<file path="config.mk">
export PLATFORM = sky130hd
export DESIGN_NAME = int_arith_unit
export DESIGN_NICKNAME = d
export VERILOG_FILES = /design/src/rtl/ialu_pkg.sv /design/src/rtl/ialu_decode.sv /design/src/rtl/ialu_addsub.sv /design/src/rtl/ialu_compare.sv /design/src/rtl/int_arith_unit.sv
export SDC_FILE = /design/constraint.sdc
export NUM_CORES = 1
export LEC_CHECK = 0
export ABC_AREA = 1
export CAP_MARGIN = 20
export CORE_ASPECT_RATIO = 0.75
export CORE_UTILIZATION = 50
export DETAILED_ROUTE_END_ITERATION = 12
export DONT_BUFFER_PORTS = 1
export SKIP_LAST_GASP = 1
export SLEW_MARGIN = 10
export SYNTH_ARGS = -nofsm -noshare
export SYNTH_HDL_FRONTEND = slang
export SYNTH_SLANG_ARGS = --single-unit
export TNS_END_PERCENT = 5
</file>
<file path="constraint.sdc">
create_clock -name clk -period 4.9 [get_ports clk]
set_input_delay 0.49 -clock clk [delete_from_list [all_inputs] [get_ports clk]]
set_output_delay 0.49 -clock clk [all_outputs]
set_load 0.05 [all_outputs]
</file>
<file path="src/rtl/ialu_pkg.sv">
package ialu_pkg;

    typedef enum logic [2:0] {
        OP_ARITH,
        OP_EQ,
        OP_SLT,
        OP_SLE,
        OP_ULT,
        OP_ULE,
        OP_BYTEGE,
        OP_BAD
    } op_kind_e;

    typedef struct packed {
        op_kind_e   kind;
        logic       sub;     // subtract instead of add
        logic       narrow;  // 32-bit form with sign extension
        logic [1:0] shamt;   // left shift applied to A
        logic       trap;    // report signed overflow
    } op_ctl_t;

    localparam int FUNC_W = 7;

    function automatic op_ctl_t arith_ctl(input logic sub, input logic narrow,
                                          input logic [1:0] shamt, input logic trap);
        op_ctl_t c;
        c.kind   = OP_ARITH;
        c.sub    = sub;
        c.narrow = narrow;
        c.shamt  = shamt;
        c.trap   = trap;
        return c;
    endfunction

    function automatic op_ctl_t decode_func(input logic [FUNC_W-1:0] f);
        op_ctl_t c;
        c = '0;
        c.kind = OP_BAD;
        case (f)
            7'h00: c = arith_ctl(1'b0, 1'b1, 2'd0, 1'b0);
            7'h40: c = arith_ctl(1'b0, 1'b1, 2'd0, 1'b1);
            7'h02: c = arith_ctl(1'b0, 1'b1, 2'd2, 1'b0);
            7'h12: c = arith_ctl(1'b0, 1'b1, 2'd3, 1'b0);
            7'h20: c = arith_ctl(1'b0, 1'b0, 2'd0, 1'b0);
            7'h60: c = arith_ctl(1'b0, 1'b0, 2'd0, 1'b1);
            7'h22: c = arith_ctl(1'b0, 1'b0, 2'd2, 1'b0);
            7'h32: c = arith_ctl(1'b0, 1'b0, 2'd3, 1'b0);
            7'h09: c = arith_ctl(1'b1, 1'b1, 2'd0, 1'b0);
            7'h49: c = arith_ctl(1'b1, 1'b1, 2'd0, 1'b1);
            7'h0B: c = arith_ctl(1'b1, 1'b1, 2'd2, 1'b0);
            7'h1B: c = arith_ctl(1'b1, 1'b1, 2'd3, 1'b0);
            7'h29: c = arith_ctl(1'b1, 1'b0, 2'd0, 1'b0);
            7'h69: c = arith_ctl(1'b1, 1'b0, 2'd0, 1'b1);
            7'h2B: c = arith_ctl(1'b1, 1'b0, 2'd2, 1'b0);
            7'h3B: c = arith_ctl(1'b1, 1'b0, 2'd3, 1'b0);
            7'h2D: c.kind = OP_EQ;
            7'h4D: c.kind = OP_SLT;
            7'h6D: c.kind = OP_SLE;
            7'h1D: c.kind = OP_ULT;
            7'h3D: c.kind = OP_ULE;
            7'h0F: c.kind = OP_BYTEGE;
            default: c.kind = OP_BAD;
        endcase
        return c;
    endfunction

endpackage

</file>
<file path="src/rtl/ialu_decode.sv">
module ialu_decode
    import ialu_pkg::*;
(
    input  logic [FUNC_W-1:0] func_i,
    output op_ctl_t           ctl_o
);

    always_comb ctl_o = decode_func(func_i);

endmodule

</file>
<file path="src/rtl/ialu_addsub.sv">
module ialu_addsub
    import ialu_pkg::*;
#(
    parameter int DATA_W = 64,
    parameter int LONG_W = 32
) (
    input  op_ctl_t           ctl_i,
    input  logic [DATA_W-1:0] a_i,
    input  logic [DATA_W-1:0] b_i,
    output logic [DATA_W-1:0] sum_o,
    output logic              ovf_o
);

    localparam int EXT_W = DATA_W - LONG_W;

    logic [DATA_W-1:0] a_sc;
    logic [DATA_W-1:0] raw;
    logic              sa, sb, sr;

    always_comb begin
        a_sc = a_i << ctl_i.shamt;
        raw  = ctl_i.sub ? (a_sc - b_i) : (a_sc + b_i);
        if (ctl_i.narrow) begin
            sum_o = {{EXT_W{raw[LONG_W-1]}}, raw[LONG_W-1:0]};
            sa    = a_sc[LONG_W-1];
            sb    = b_i[LONG_W-1];
            sr    = raw[LONG_W-1];
        end else begin
            sum_o = raw;
            sa    = a_sc[DATA_W-1];
            sb    = b_i[DATA_W-1];
            sr    = raw[DATA_W-1];
        end
        // subtract flips the sign test on B
        ovf_o = ctl_i.trap && ((sa ^ sb) == ctl_i.sub) && (sr != sa);
    end

endmodule

</file>
<file path="src/rtl/ialu_compare.sv">
module ialu_compare
    import ialu_pkg::*;
#(
    parameter int DATA_W = 64,
    parameter int BYTE_W = 8
) (
    input  op_kind_e          kind_i,
    input  logic [DATA_W-1:0] a_i,
    input  logic [DATA_W-1:0] b_i,
    output logic [DATA_W-1:0] res_o
);

    localparam int LANES = DATA_W / BYTE_W;

    logic [LANES-1:0] lane_ge;

    for (genvar i = 0; i < LANES; i++) begin : g_lane
        assign lane_ge[i] = a_i[i*BYTE_W +: BYTE_W] >= b_i[i*BYTE_W +: BYTE_W];
    end

    logic eq, slt, ult;

    always_comb begin
        eq  = (a_i == b_i);
        slt = ($signed(a_i) < $signed(b_i));
        ult = (a_i < b_i);
        res_o = '0;
        unique case (kind_i)
            OP_EQ:     res_o[0] = eq;
            OP_SLT:    res_o[0] = slt;
            OP_SLE:    res_o[0] = slt | eq;
            OP_ULT:    res_o[0] = ult;
            OP_ULE:    res_o[0] = ult | eq;
            OP_BYTEGE: res_o[LANES-1:0] = lane_ge;
            default:   res_o = '0;
        endcase
    end

endmodule

</file>
<file path="src/rtl/int_arith_unit.sv">
module int_arith_unit
    import ialu_pkg::*;
#(
    parameter int DATA_W = 64,
    parameter int LONG_W = 32,
    parameter int BYTE_W = 8
) (
    input  logic              clk,
    input  logic              rst,
    input  logic [6:0]        func_i,
    input  logic [DATA_W-1:0] opa_i,
    input  logic [DATA_W-1:0] opb_i,
    output logic [DATA_W-1:0] result_o,
    output logic              ovf_o,
    output logic              illegal_o
);

    localparam int LANES = DATA_W / BYTE_W;

    op_ctl_t           ctl;
    logic [DATA_W-1:0] arith_res, cmp_res, res_d;
    logic              arith_ovf, ovf_d, ill_d;

    ialu_decode u_dec (
        .func_i (func_i),
        .ctl_o  (ctl)
    );

    ialu_addsub #(.DATA_W(DATA_W), .LONG_W(LONG_W)) u_add (
        .ctl_i (ctl),
        .a_i   (opa_i),
        .b_i   (opb_i),
        .sum_o (arith_res),
        .ovf_o (arith_ovf)
    );

    ialu_compare #(.DATA_W(DATA_W), .BYTE_W(BYTE_W)) u_cmp (
        .kind_i (ctl.kind),
        .a_i    (opa_i),
        .b_i    (opb_i),
        .res_o  (cmp_res)
    );

    always_comb begin
        res_d = '0;
        ovf_d = 1'b0;
        ill_d = 1'b0;
        case (ctl.kind)
            OP_ARITH: begin
                res_d = arith_res;
                ovf_d = arith_ovf;
            end
            OP_BAD:  ill_d = 1'b1;
            default: res_d = cmp_res;
        endcase
    end

    always_ff @(posedge clk) begin
        if (rst) begin
            result_o  <= '0;
            ovf_o     <= 1'b0;
            illegal_o <= 1'b0;
        end else begin
            result_o  <= res_d;
            ovf_o     <= ovf_d;
            illegal_o <= ill_d;
        end
    end

    // an illegal code leaves no result and no trap
    a_r9_illegal_zero: assert property (@(posedge clk) disable iff (rst)
        illegal_o |-> (result_o == '0 && !ovf_o));

    // only the trapping codes can raise overflow
    a_r10_ovf_trap_only: assert property (@(posedge clk) disable iff (rst)
        ovf_o |-> ($past(func_i) inside {7'h40, 7'h49, 7'h60, 7'h69}));

    // compares produce 0 or 1
    a_r6_cmp_boolean: assert property (@(posedge clk) disable iff (rst)
        ($past(func_i) inside {7'h2D, 7'h4D, 7'h6D, 7'h1D, 7'h3D})
        |-> (result_o[DATA_W-1:1] == '0));

    // byte compare leaves bits above the lane mask clear
    a_r8_mask_upper: assert property (@(posedge clk) disable iff (rst)
        ($past(func_i) == 7'h0F) |-> (result_o[DATA_W-1:LANES] == '0));

    // 32-bit forms are sign-extended from bit LONG_W-1
    a_r1_long_sext: assert property (@(posedge clk) disable iff (rst)
        ($past(func_i) inside {7'h00, 7'h40, 7'h02, 7'h12, 7'h09, 7'h49, 7'h0B, 7'h1B})
        |-> (result_o[DATA_W-1:LONG_W-1] == '0 || (&result_o[DATA_W-1:LONG_W-1])));

endmodule

</file>
### After elaboration in Yosys (flattened, before gate mapping)

Cells that the tools add are included.

* register bits: 66
* latch bits: 0
* RAM bits: 0
* ROM bits: 0
* bits of input ports: 137
* output and inout port bits: 66
* logic and storage cells: 68
* memories kept: 0

* add/sub/neg operators: 2
* multipliers: 0
* div/mod/pow operators: 0
* magnitude comparators: 10
* equal/unequal tests: 31
* shift operators: 1
* muxes and demuxes: 11
* bitwise logic cells: 4
* reductions and logical operators: 6

Operators by type and width (number)
* 64-bit less-than comparator: 2
* 64-bit two-way mux: 2
* 64-bit one-hot mux with 2 select lines: 1
* 5-bit one-hot mux with 15 select lines: 1
* 64-bit adder: 1
* 64-bit equality test: 1
* 8-bit >= comparator: 8
* 64-bit by 2-bit << shifter with 64-bit output: 1
* 64-bit subtractor: 1
* 7-bit by 6-bit equality test with 1-bit output (second input constant): 8
* 7-bit equality test (second input constant): 6
* 7-bit by 4-bit equality test with 1-bit output (second input constant): 3
* 7-bit by 5-bit equality test with 1-bit output (second input constant): 3
* 3-bit one-hot mux with 7 select lines: 1
* 16-bit OR reduction: 1
* 3-bit equality test (second input constant): 4
* 7-bit by 2-bit equality test with 1-bit output (second input constant): 1
* 7-bit zero test: 1
* 7-bit two-way mux: 1
* 3-bit by 2-bit equality test with 1-bit output (second input constant): 2
* 1-bit one-hot mux with 6 select lines: 1
* 1-bit two-way mux: 4
* 3-bit by 1-bit equality test with 1-bit output (second input constant): 1
* 3-bit zero test: 1
* 7 further kinds: 9

### Depth between registers and ports, before layout

Gate-level depths: netlist of run 1.

* depth in word-level cells: 8
* depth in mapped cells: 30
* mapped depth without buffers: 30

### Modules after synthesis

A second synthesis of run 1 with hierarchy kept.

* cells, all modules: 2637
* area total of the unflattened synthesis: 14570.2 um^2

Modules (own cells, without submodules)
* ialu_addsub: instances 1, cells each 1706, area each 8533.2 um^2, sequential area each 0.0 um^2
* int_arith_unit: instances 1, cells each 434, area each 3065.4 um^2, sequential area each 1321.3 um^2
* ialu_compare: instances 1, cells each 436, area each 2673.8 um^2, sequential area each 0.0 um^2
* ialu_decode: instances 1, cells each 61, area each 297.8 um^2, sequential area each 0.0 um^2

### Worst setup path after synthesis of run 1

No wires, ideal clock.

* path kind: input to register
* start point: in opb_i[0]
* end point: reg result_o[59]
* setup time: 0.107 ns
* arrival: 3.561 ns
* required time: 4.793 ns
* slack: 1.232 ns
* cell stages on the path: 27
* buffers on the path: 1
* path through: inv_1 > ha_1 > inv_1 > nor3_2 > inv_2 > nor2_4 > nand2_2 > nor2_2 > nand2_2 > o21ai_0 > o21ai_0 > xor2_1 > ha_1 > a21oi_1 > inv_1 > a21oi_1 > nand2_1 > a21oi_2 > nand2_4 > xor2_2 > inv_2 > nand2_4 > nand2_8 > inv_6 > buf_12 > nand2_2 > inv_2

* longest elaborated chain between the ends: 4
* elaborated cells on any way between the ends: 5
* those cells by class: add/sub: 2; mux: 3

Ends and longest elaborated chain
* start: declaration: RTL line int_arith_unit.sv:12 `input logic [DATA_W-1:0] opb_i,`
* 64-bit adder / 64-bit subtractor (equally long branches): RTL line ialu_addsub.sv:22 `raw = ctl_i.sub ? (a_sc - b_i) : (a_sc + b_i);`
* 64-bit two-way mux *: RTL line ialu_addsub.sv:22
* 64-bit two-way mux *: RTL line ialu_addsub.sv:23 `if (ctl_i.narrow) begin`
* 64-bit one-hot mux with 2 select lines *: RTL line int_arith_unit.sv:48 `case (ctl.kind)`
* end signal: assignment: RTL line int_arith_unit.sv:64 `result_o <= res_d;`
* end: declaration: RTL line int_arith_unit.sv:13 `output logic [DATA_W-1:0] result_o,`

Mark *: on every way between the ends. The rest lies on a longest branch, timed or not.
A chain may end at the register's enable or synchronous reset.

### Worst setup path in the final report of run 1

* start point: in opb_i[0]
* end point: reg result_o[62]

Same word-level chain as after synthesis.

==> results_dict.tcl, run 1 <==
set metrics [dict create \
    ios 203 \
    yosys_warnings 0 \
    hpwl_microns 43600 \
    power.density_nw_per_um2 220 \
    row_count 49 \
    h-tree-depth 3 \
    cts-buffers-inserted 9 \
    area_growth_pct 5.33 \
    design_area_sq_um 13000 \
    vdd_ir_drop_max_v 0.000176 \
    synth_edf_count 0 \
    max_freq_mhz 236 \
    cp.buffers_inverters 7 \
    firstDrtPassIters 7 \
    max_slew.worst_pin.slew_ns 0.792 \
    critPathMaxStageDelay_ns 0.40 \
    gp_congestion 1.06 \
    place_area_sq_um 12700 \
    cts_hold_buf 0 \
    routed_via_density 5.82 \
    wire_per_inst_microns 20.3 \
    antenna_found_initial 1 \
    critPathLaunchType "primary input" \
    crit_top_cell "inv_1" \
    hold_end "illegal_o$_SDFF_PP0_" \
    synth_top_area_share 0.137 \
    crit_fanout 5 \
    critical_path_class "in -> reg" \
    syn_inst 2214 \
    dr_total_vias 14700 \
    worstPathArrival_ns 4.50 \
    cts_tree "yes" \
    wirelength_microns 51400 \
    post_cts_buffers 0 \
    slew_headroom 0.467 \
    overflow 0 \
    syn_nets 2488 \
    min_path_type "in -> reg" \
    async_flop_share 0 \
    required_ns 5.17 \
    syn_avg_cell_area_sq_um 5.59 \
    fin_crit_sh 0.863 \
    hold_viol_final 0 \
    slew_violations 0 \
    grt_max_degree 90 \
    synth_ff_type "dfxtp_1" \
    post_cts_resized 0 \
    status "completed" \
    cp_slowest_cell "o21ai_0" \
    setup_violations 0 \
    cts_sinks 66 \
    drtIter0Drc 1730 \
    rsz0062_at_grt "false" \
    num_antenna_cells 0 \
    clk_pin_slew_ns 0.08 \
    dieArea_sq_um 25400 \
    p_leak_nw 6.46 \
    netlist_area_sq_um 12400 \
    grt_usage 0.401 \
    fin_nets 2467 \
    synth_area_leaders "ha_1 (14%), nand2_1 (13%), inv_1 (11%)" \
    critPathTopFamily "simple AND/OR/NAND/NOR gates" \
    post-route-min-period_ns 4.23 \
    port_buffers 0 \
    cts_buffer_depth 2 \
    grt_pass1_wl_microns 77100 \
    core_sq_um 24200 \
    clock-root-buffer "clkbuf_16" \
    synth_top_cell_by_area "ha_1" \
    hold_depth 1 \
    ys_seq_area_frac 0.107 \
    grt_pass1_vias 13600 \
    drive_gt1_frac 0.0487 \
    fp.dieH_microns 138 \
    synth_seq_cells 66 \
    fin_setup_tns_ns 0 \
    max-cap-violations 0 \
    die_w_microns 184 \
    drc 0 \
    synth.distinct_cells 50 \
    min_from "rst" \
    initial_core_util 0.512 \
    crit_path_end_kind "flip-flop" \
    drtAntennaViolNets 0 \
]
-- stage by stage --
| stage | setup slack (ns) | std cells | total power (W) | util | hold WS (ns) |
|---|---|---|---|---|---|
| 2_1_floorplan | 1.23 | 2214 | 0.00163 | - | 0.562 |
| 3_3_place_gp | 0.486 | 2513 | 0.00201 | 0.525 | 0.564 |
| 3_5_place_dp | 0.461 | 2513 | 0.00202 | 0.525 | 0.569 |
| 4_1_cts | 0.836 | 2529 | 0.00283 | 0.540 | 0.181 |
| 5_1_grt | 0.407 | 2529 | 0.00304 | 0.540 | 0.190 |
| 6_report | 0.671 | 2529 | 0.00287 | 0.540 | 0.185 |
-- cell type report --
type,count,area [sq um]
clock buffer,9,225
inverter,391,1470
clock inverter,7,125
tap,331,414
sequential,66,1320
fill,2701,11100
timing repair buffer,11,95.1
multi-input combinational,1714,9390
-- Yosys cell counts (all sizes together), types with 2 or more instances --
| library cell | number |
|---|---|
| and3 | 9 |
| nor2 | 384 |
| a21o | 12 |
| nor4 | 13 |
| xor2 | 66 |
| buf | 12 |
| inv | 390 |
| xnor2 | 14 |
| o211ai | 3 |
| a21oi | 180 |
| o21a | 8 |
| dfxtp | 66 |
| o22ai | 7 |
| nand4 | 27 |
| nand2b | 2 |
| a211oi | 15 |
| o21bai | 22 |
| ha | 136 |
| a31oi | 14 |
| clkbuf | 31 |
| nand3b | 2 |
| nand3 | 116 |
| nor3 | 39 |
| nand2 | 443 |
| o21ai | 192 |
| o31ai | 2 |
| or2 | 2 |
-- where the power goes --
group	internal (W)	total (W)	switching, W	leakage (nW)
sequential	0.000557	0.000638	0.0000809	0.534
combinational	0.000448	0.00142	0.000975	5.76
clock	0.000503	0.000808	0.000305	0.171
-- how the worst max path moves through the flow --
stage / startpoint / end / slack (ns) / cells after the start
floorplan: opb_i[0] / result_o[59]$_SDFF_PP0_ / 1.23 / 27
global placement: opb_i[0] / result_o[60]$_SDFF_PP0_ / 0.49 / 25
detailed placement: opb_i[0] / result_o[62]$_SDFF_PP0_ / 0.46 / 27
CTS: opb_i[0] / result_o[57]$_SDFF_PP0_ / 0.84 / 25
global route: opb_i[0] / result_o[62]$_SDFF_PP0_ / 0.41 / 27
finish: opb_i[0] / result_o[62]$_SDFF_PP0_ / 0.67 / 27
-- metal layers --
metal / up-vias / part of all wire / GRT usage
met2: 908 / 0.41 / 0.600
met1: 6599 / 0.42 / 0.532
met4: 0 / 0.038 / 0.143
met3: 111 / 0.13 / 0.136
li1: 7106 / - / -
met5: - / 0 / 0
-- state kept, by name, indices dropped and copies added, names as in the netlist --
signal	count
result_o	64
ovf_o	1
illegal_o	1
-- cell families (layout without fill, tap and decap cells) --
logic type | after synthesis | count (layout) | synth area share
and+or+nand+nor | 1038 | 1038 | 0.357
AOI/OAI and AO/OA | 459 | 459 | 0.205
buffers and inverters | 434 | 418 | 0.136
adders and majority gates | 137 | 137 | 0.139
xor gates and xnor gates | 80 | 80 | 0.0572
DFF | 66 | 66 | 0.107
-- placed cells by master, fill, tap and decap left out, types with 6 or more instances in the layout --
master and n:
xnor2_1 14, nand2_1 417, inv_1 370, nand3_1 116
ha_1 136, a211oi_1 15, o21a_1 8, and3_1 9
buf_4 10, nand4_1 27, nor2_2 9, o21ai_0 182
o21bai_1 22, xor2_1 65, o21ai_1 9, nor3_1 35
a31oi_1 14, a21oi_2 10, nor4_1 13, a21o_1 12
nor2_4 6, inv_2 19, a21oi_1 170, dfxtp_1 66
clkbuf_16 9, o22ai_1 7, nand2_2 22, nor2_1 369
(Power assumes the default switching activity.)
==> run 2, diff against run 1 <==
- CELL_PAD_IN_SITES_DETAIL_PLACEMENT: unset -> 1
- CELL_PAD_IN_SITES_GLOBAL_PLACEMENT: unset -> 2
- CORE_UTILIZATION: 50 -> 34
- PLACE_DENSITY_LB_ADDON: unset -> 0.1
==> run 2 against run 1 <==
Effect of this change: die area rose by 46%; largest power group unchanged; via count fell by 0.58%; final cell count rose by 6.1%; global-route usage fell by 7.3 points; core utilization fell by 17 points; critical endpoint is now result_o[54]$_SDFF_PP0_; routed wire length rose by 20%.
==> results_dict.tcl, run 2 (same netlist as run 1, synthesis figures left out) <==
set metrics [dict create \
    critical_path_class "in -> reg" \
    grt_usage 0.329 \
    row_count 60 \
    wirelength_microns 61500 \
    initial_core_util 0.345 \
    power.density_nw_per_um2 220 \
    rsz0062_at_grt "false" \
    firstDrtPassIters 5 \
    top_register "result_o" \
    min_from "rst" \
    min_path_type "in -> reg" \
    post-route-min-period_ns 4.45 \
    drive_gt1_frac 0.0573 \
    num_antenna_cells 0 \
    final_common_cell "nand2_1" \
    slew_headroom 0.355 \
    vdd_ir_drop_max_v 0.000147 \
    drtAntennaViolNets 0 \
    p_leak_nw 6.55 \
    hold_viol_final 0 \
    clock-root-buffer "clkbuf_16" \
    max-cap-violations 0 \
    grt_pass1_vias 14800 \
    grt_max_degree 85 \
    status "completed" \
    fp.dieH_microns 167 \
    required_ns 5.17 \
    final_cell_mix "nand2_1 (417), inv_1 (370), nor2_1 (369)" \
    drc 0 \
    fin_ws_ns 0.451 \
    h-tree-depth 3 \
    grt_pass1_wl_microns 91300 \
    cts_buffer_depth 2 \
    hold_end "illegal_o$_SDFF_PP0_" \
    dr_total_vias 14600 \
    area_growth_pct 7.59 \
    hold_ws_ns 0.188 \
    setup_violations 0 \
    multi_input_area_sq_um 9390 \
    max_slew.worst_pin.slew_ns 0.957 \
    cts_sinks 66 \
    cts-buffers-inserted 9 \
    ios 203 \
    routed_via_density 5.46 \
    dieArea_sq_um 37200 \
    post_cts_buffers 0 \
    cts_hold_buf 0 \
    worstPathArrival_ns 4.72 \
    largestRegisters "result_o: 64 flops, illegal_o: 1 flops, ovf_o: 1 flops" \
    wire_per_inst_microns 22.9 \
    pre_cts_ws_ns 0.248 \
    port_buffers 0 \
    antenna_found_initial 0 \
    fin_nets 2487 \
    largest_reg_flops 64 \
    hpwl_microns 53200 \
    crit_fanout 5 \
    crit_path_end_kind "flip-flop" \
    fillerInstances 5004 \
    gp_congestion 1.01 \
    slew_violations 0 \
    ff_latch_area_sq_um 1320 \
    die_w_microns 222 \
    clk_pin_slew_ns 0.07 \
    max_freq_mhz 225 \
    critPathLaunchType "primary input" \
    overflow 0 \
    core_sq_um 35900 \
    post_cts_resized 0 \
    fin_setup_tns_ns 0 \
    hold_depth 1 \
    cts_tree "yes" \
    drtIter0Drc 1067 \
    fin_crit_sh 0.908 \
]
==> run 2: cell type report <==
type | count | share of cell area
Sequential cell | 66 | 0.0992
Tap cell | 465 | 0.0437
Multi-Input combinational cell | 1714 | 0.705
Inverter | 391 | 0.111
Clock buffer | 9 | 0.0169
Clock inverter | 7 | 0.00752
Timing Repair Buffer | 31 | 0.0175
==> run 2: through the flow <==
step                      total power [W]  instance area [sq um]  instances  utilization
after floorplan                   0.00163                  12400       2214            -
after global placement            0.00212                  13000       2667        0.362
after detailed placement          0.00214                  13000       2667        0.362
after CTS                         0.00292                  13300       2683        0.371
after global routing              0.00311                  13300       2683        0.371
final                             0.00293                  13300       2683        0.371
==> run 2: worst max-delay path by stage <==
stage / start / end / cells past startpoint
2_1_floorplan: opb_i[0] / result_o[59]$_SDFF_PP0_ / 27
3_3_place_gp: opb_i[0] / result_o[57]$_SDFF_PP0_ / 25
3_5_place_dp: func_i[2] / result_o[56]$_SDFF_PP0_ / 21
4_1_cts: func_i[2] / result_o[56]$_SDFF_PP0_ / 21
5_1_grt: opb_i[0] / result_o[57]$_SDFF_PP0_ / 25
6_report: opb_i[1] / result_o[54]$_SDFF_PP0_ / 25
==> run 2: where the power goes <==
group          total (W)  switching, W  leakage, nW  internal (W)
registers       0.000639     0.0000814        0.534      0.000557
clock network   0.000764      0.000313        0.160      0.000451
logic            0.00152       0.00105         5.85      0.000471
==> run 2: metal layers <==
metal,vias up,GRT usage,share of wire
met5,-,0,0
met4,0,0.0828,0.023
met3,56,0.102,0.094
met2,484,0.522,0.43
met1,6971,0.430,0.45
li1,7127,-,-
==> run 2: critical path, cell delays in order <==
cell,delay (ns)
inv_1,0.09
ha_1,0.23
inv_1,0.08
nor3_2,0.22
inv_2,0.10
nor2_4,0.16
nand2_2,0.09
nor2_2,0.13
nand2_2,0.10
nor3_4,0.26
a31oi_1,0.17
nor2_1,0.17
xor2_1,0.11
ha_1,0.53
nand2_1,0.17
nor2_1,0.15
inv_1,0.08
nor2_1,0.10
inv_1,0.09
nor2_1,0.35
nand4_1,0.43
nand3_1,0.19
nand3_1,0.11
nand2_2,0.08
inv_2,0.03
==> run 3, diff against run 2 <==
- CORE_UTILIZATION: 34 -> 30
- clock period: 4.9 -> 3.6 ns (I/O delays scaled with it)
==> run 3 against run 2 <==
Effect of this change: routed wire length rose by 10%; combinational power increased by 99%; sequential share of layout area fell by 2.5 points; final cell count rose by 19%; first-iteration DRC count fell by 17%; clock-buffer cell count unchanged; largest cell class unchanged.
==> results_dict.tcl, run 3 (same netlist as run 1, synthesis figures left out) <==
set metrics [dict create \
    final_common_cell "buf_4" \
    rsz0062_at_grt "true" \
    p_leak_nw 8.91 \
    grt_max_degree 64 \
    max_slew.worst_pin.slew_ns 0.687 \
    cts-buffers-inserted 9 \
    place_area_sq_um 16300 \
    area_growth_pct 43.9 \
    hold_viol_final 0 \
    design_area_sq_um 17800 \
    grt_pass1_wl_microns 99900 \
    wirelength_microns 67800 \
    critPathLaunchType "primary input" \
    worstPathArrival_ns 3.82 \
    fillerInstances 5541 \
    port_buffers 0 \
    row_count 64 \
    status "completed" \
    die_w_microns 237 \
    grt_usage 0.318 \
    min_path_type "in -> reg" \
    cts_buffer_depth 2 \
    clk_pin_slew_ns 0.06 \
    overflow 0 \
    vdd_ir_drop_max_v 0.000276 \
    setup_violations 0 \
    cts_sinks 66 \
    cts_tree "yes" \
    max_freq_mhz 285 \
    hpwl_microns 58500 \
    drtIter0Drc 882 \
    post-route-min-period_ns 3.51 \
    power.density_nw_per_um2 277 \
    final_cell_mix "buf_4 (463), nand2_1 (384), inv_1 (358)" \
    largest_reg_flops 64 \
    crit_path_end_kind "flip-flop" \
    crit_top_cell "buf_6" \
    dr_total_vias 16300 \
    required_ns 3.91 \
    dp_cells 3153 \
    clock-root-buffer "clkbuf_16" \
    fin_nets 2934 \
    slew_headroom 0.541 \
    max-cap-violations 0 \
    core_sq_um 40800 \
    h-tree-depth 3 \
    critical_path_class "in -> reg" \
    drive_gt1_frac 0.290 \
    fp.dieH_microns 178 \
    ios 203 \
    layout.cells.non_filler 3194 \
    fin_crit_sh 0.975 \
    crit_fanout 4 \
    top_register "result_o" \
    firstDrtPassIters 5 \
    grt_pass1_vias 16600 \
    slew_violations 0 \
    cp_slowest_cell "ha_1" \
    largestRegisters "result_o: 64 flops, illegal_o: 1 flops, ovf_o: 1 flops" \
    drtAntennaViolNets 0 \
    antenna_found_initial 1 \
    critPathMaxStageDelay_ns 0.37 \
    initial_core_util 0.304 \
    routed_via_density 5.11 \
    wire_per_inst_microns 21.2 \
    gp_congestion 0.954 \
    dieArea_sq_um 42100 \
    drc 0 \
]
## run 3: changes by cell type in the layout (fill, tap and decap cells not counted), sizes merged
cell    change
buf       +447
clkinv      +1
diode       +1
inv         -1
## run 3: area by class of cell
| class | count | area [sq um] | share of cell area |
|---|---|---|---|
| multi-input combinational | 1714 | 10300 | 0.580 |
| tap | 528 | 661 | 0.0371 |
| inverter | 391 | 1500 | 0.0841 |
| clock buffer | 9 | 225 | 0.0126 |
| sequential | 66 | 1320 | 0.0742 |
| clock inverter | 7 | 100 | 0.00562 |
| timing repair buffer | 478 | 3680 | 0.207 |
| antenna | 1 | 2.50 | 0.000140 |
## run 3: worst max-delay path, delay by kind of cell
family / cells / cell delay [ns]
AND/OR/NAND/NOR: 13 / 1.81
adder cells (fa/ha/maj): 2 / 0.50
AO/OA/AOI/OAI: 1 / 0.10
buffers and inverters: 8 / 0.73
XOR/XNOR: 2 / 0.32
## run 3: metrics by stage
stage	setup TNS (ns)	total power, W	utilization	hold WS (ns)	worst slack (ns)
after floorplan	0	0.00222	-	0.432	0.0616
after global placement	-12.42	0.00358	0.400	0.434	-0.587
after detailed placement	-16.61	0.00362	0.400	0.436	-0.609
after CTS	-0.628	0.00469	0.409	0.0339	-0.0614
after global routing	-1.85	0.00524	0.437	0.0358	-0.140
final	0	0.00493	0.437	0.0489	0.0895
## run 3: path summary, 6_finish.rpt
path / depth (start not counted) / startpoint / end
worst max-delay path: 26 / opb_i[0] / result_o[48]$_SDFF_PP0_
worst min-delay path: 1 / rst / illegal_o$_SDFF_PP0_
## run 3: routing by layer
layer  vias up  GRT usage  wire length [microns]
li1       8026          -                      -
met1      7889      0.421                  31400
met2       370      0.533                  31100
met3        52     0.0618                   4100
met4         0     0.0657                   1170
met5         -          0                      0
## run 3: timing repair
item,CTS,global route
gates resized for setup,9,289
hold buffers,0,0
setup endpoints to repair,33,45
pin swaps,2,91
endpoints found under the hold margin,0,0
setup buffers,1,23
## run 3: report_power, final
part           internal (W)  leakage, nW  total [W]  switching, W
Clock              0.000612        0.160    0.00103      0.000421
Combinational       0.00131         8.22    0.00303       0.00173
Sequential         0.000759        0.534   0.000869      0.000111
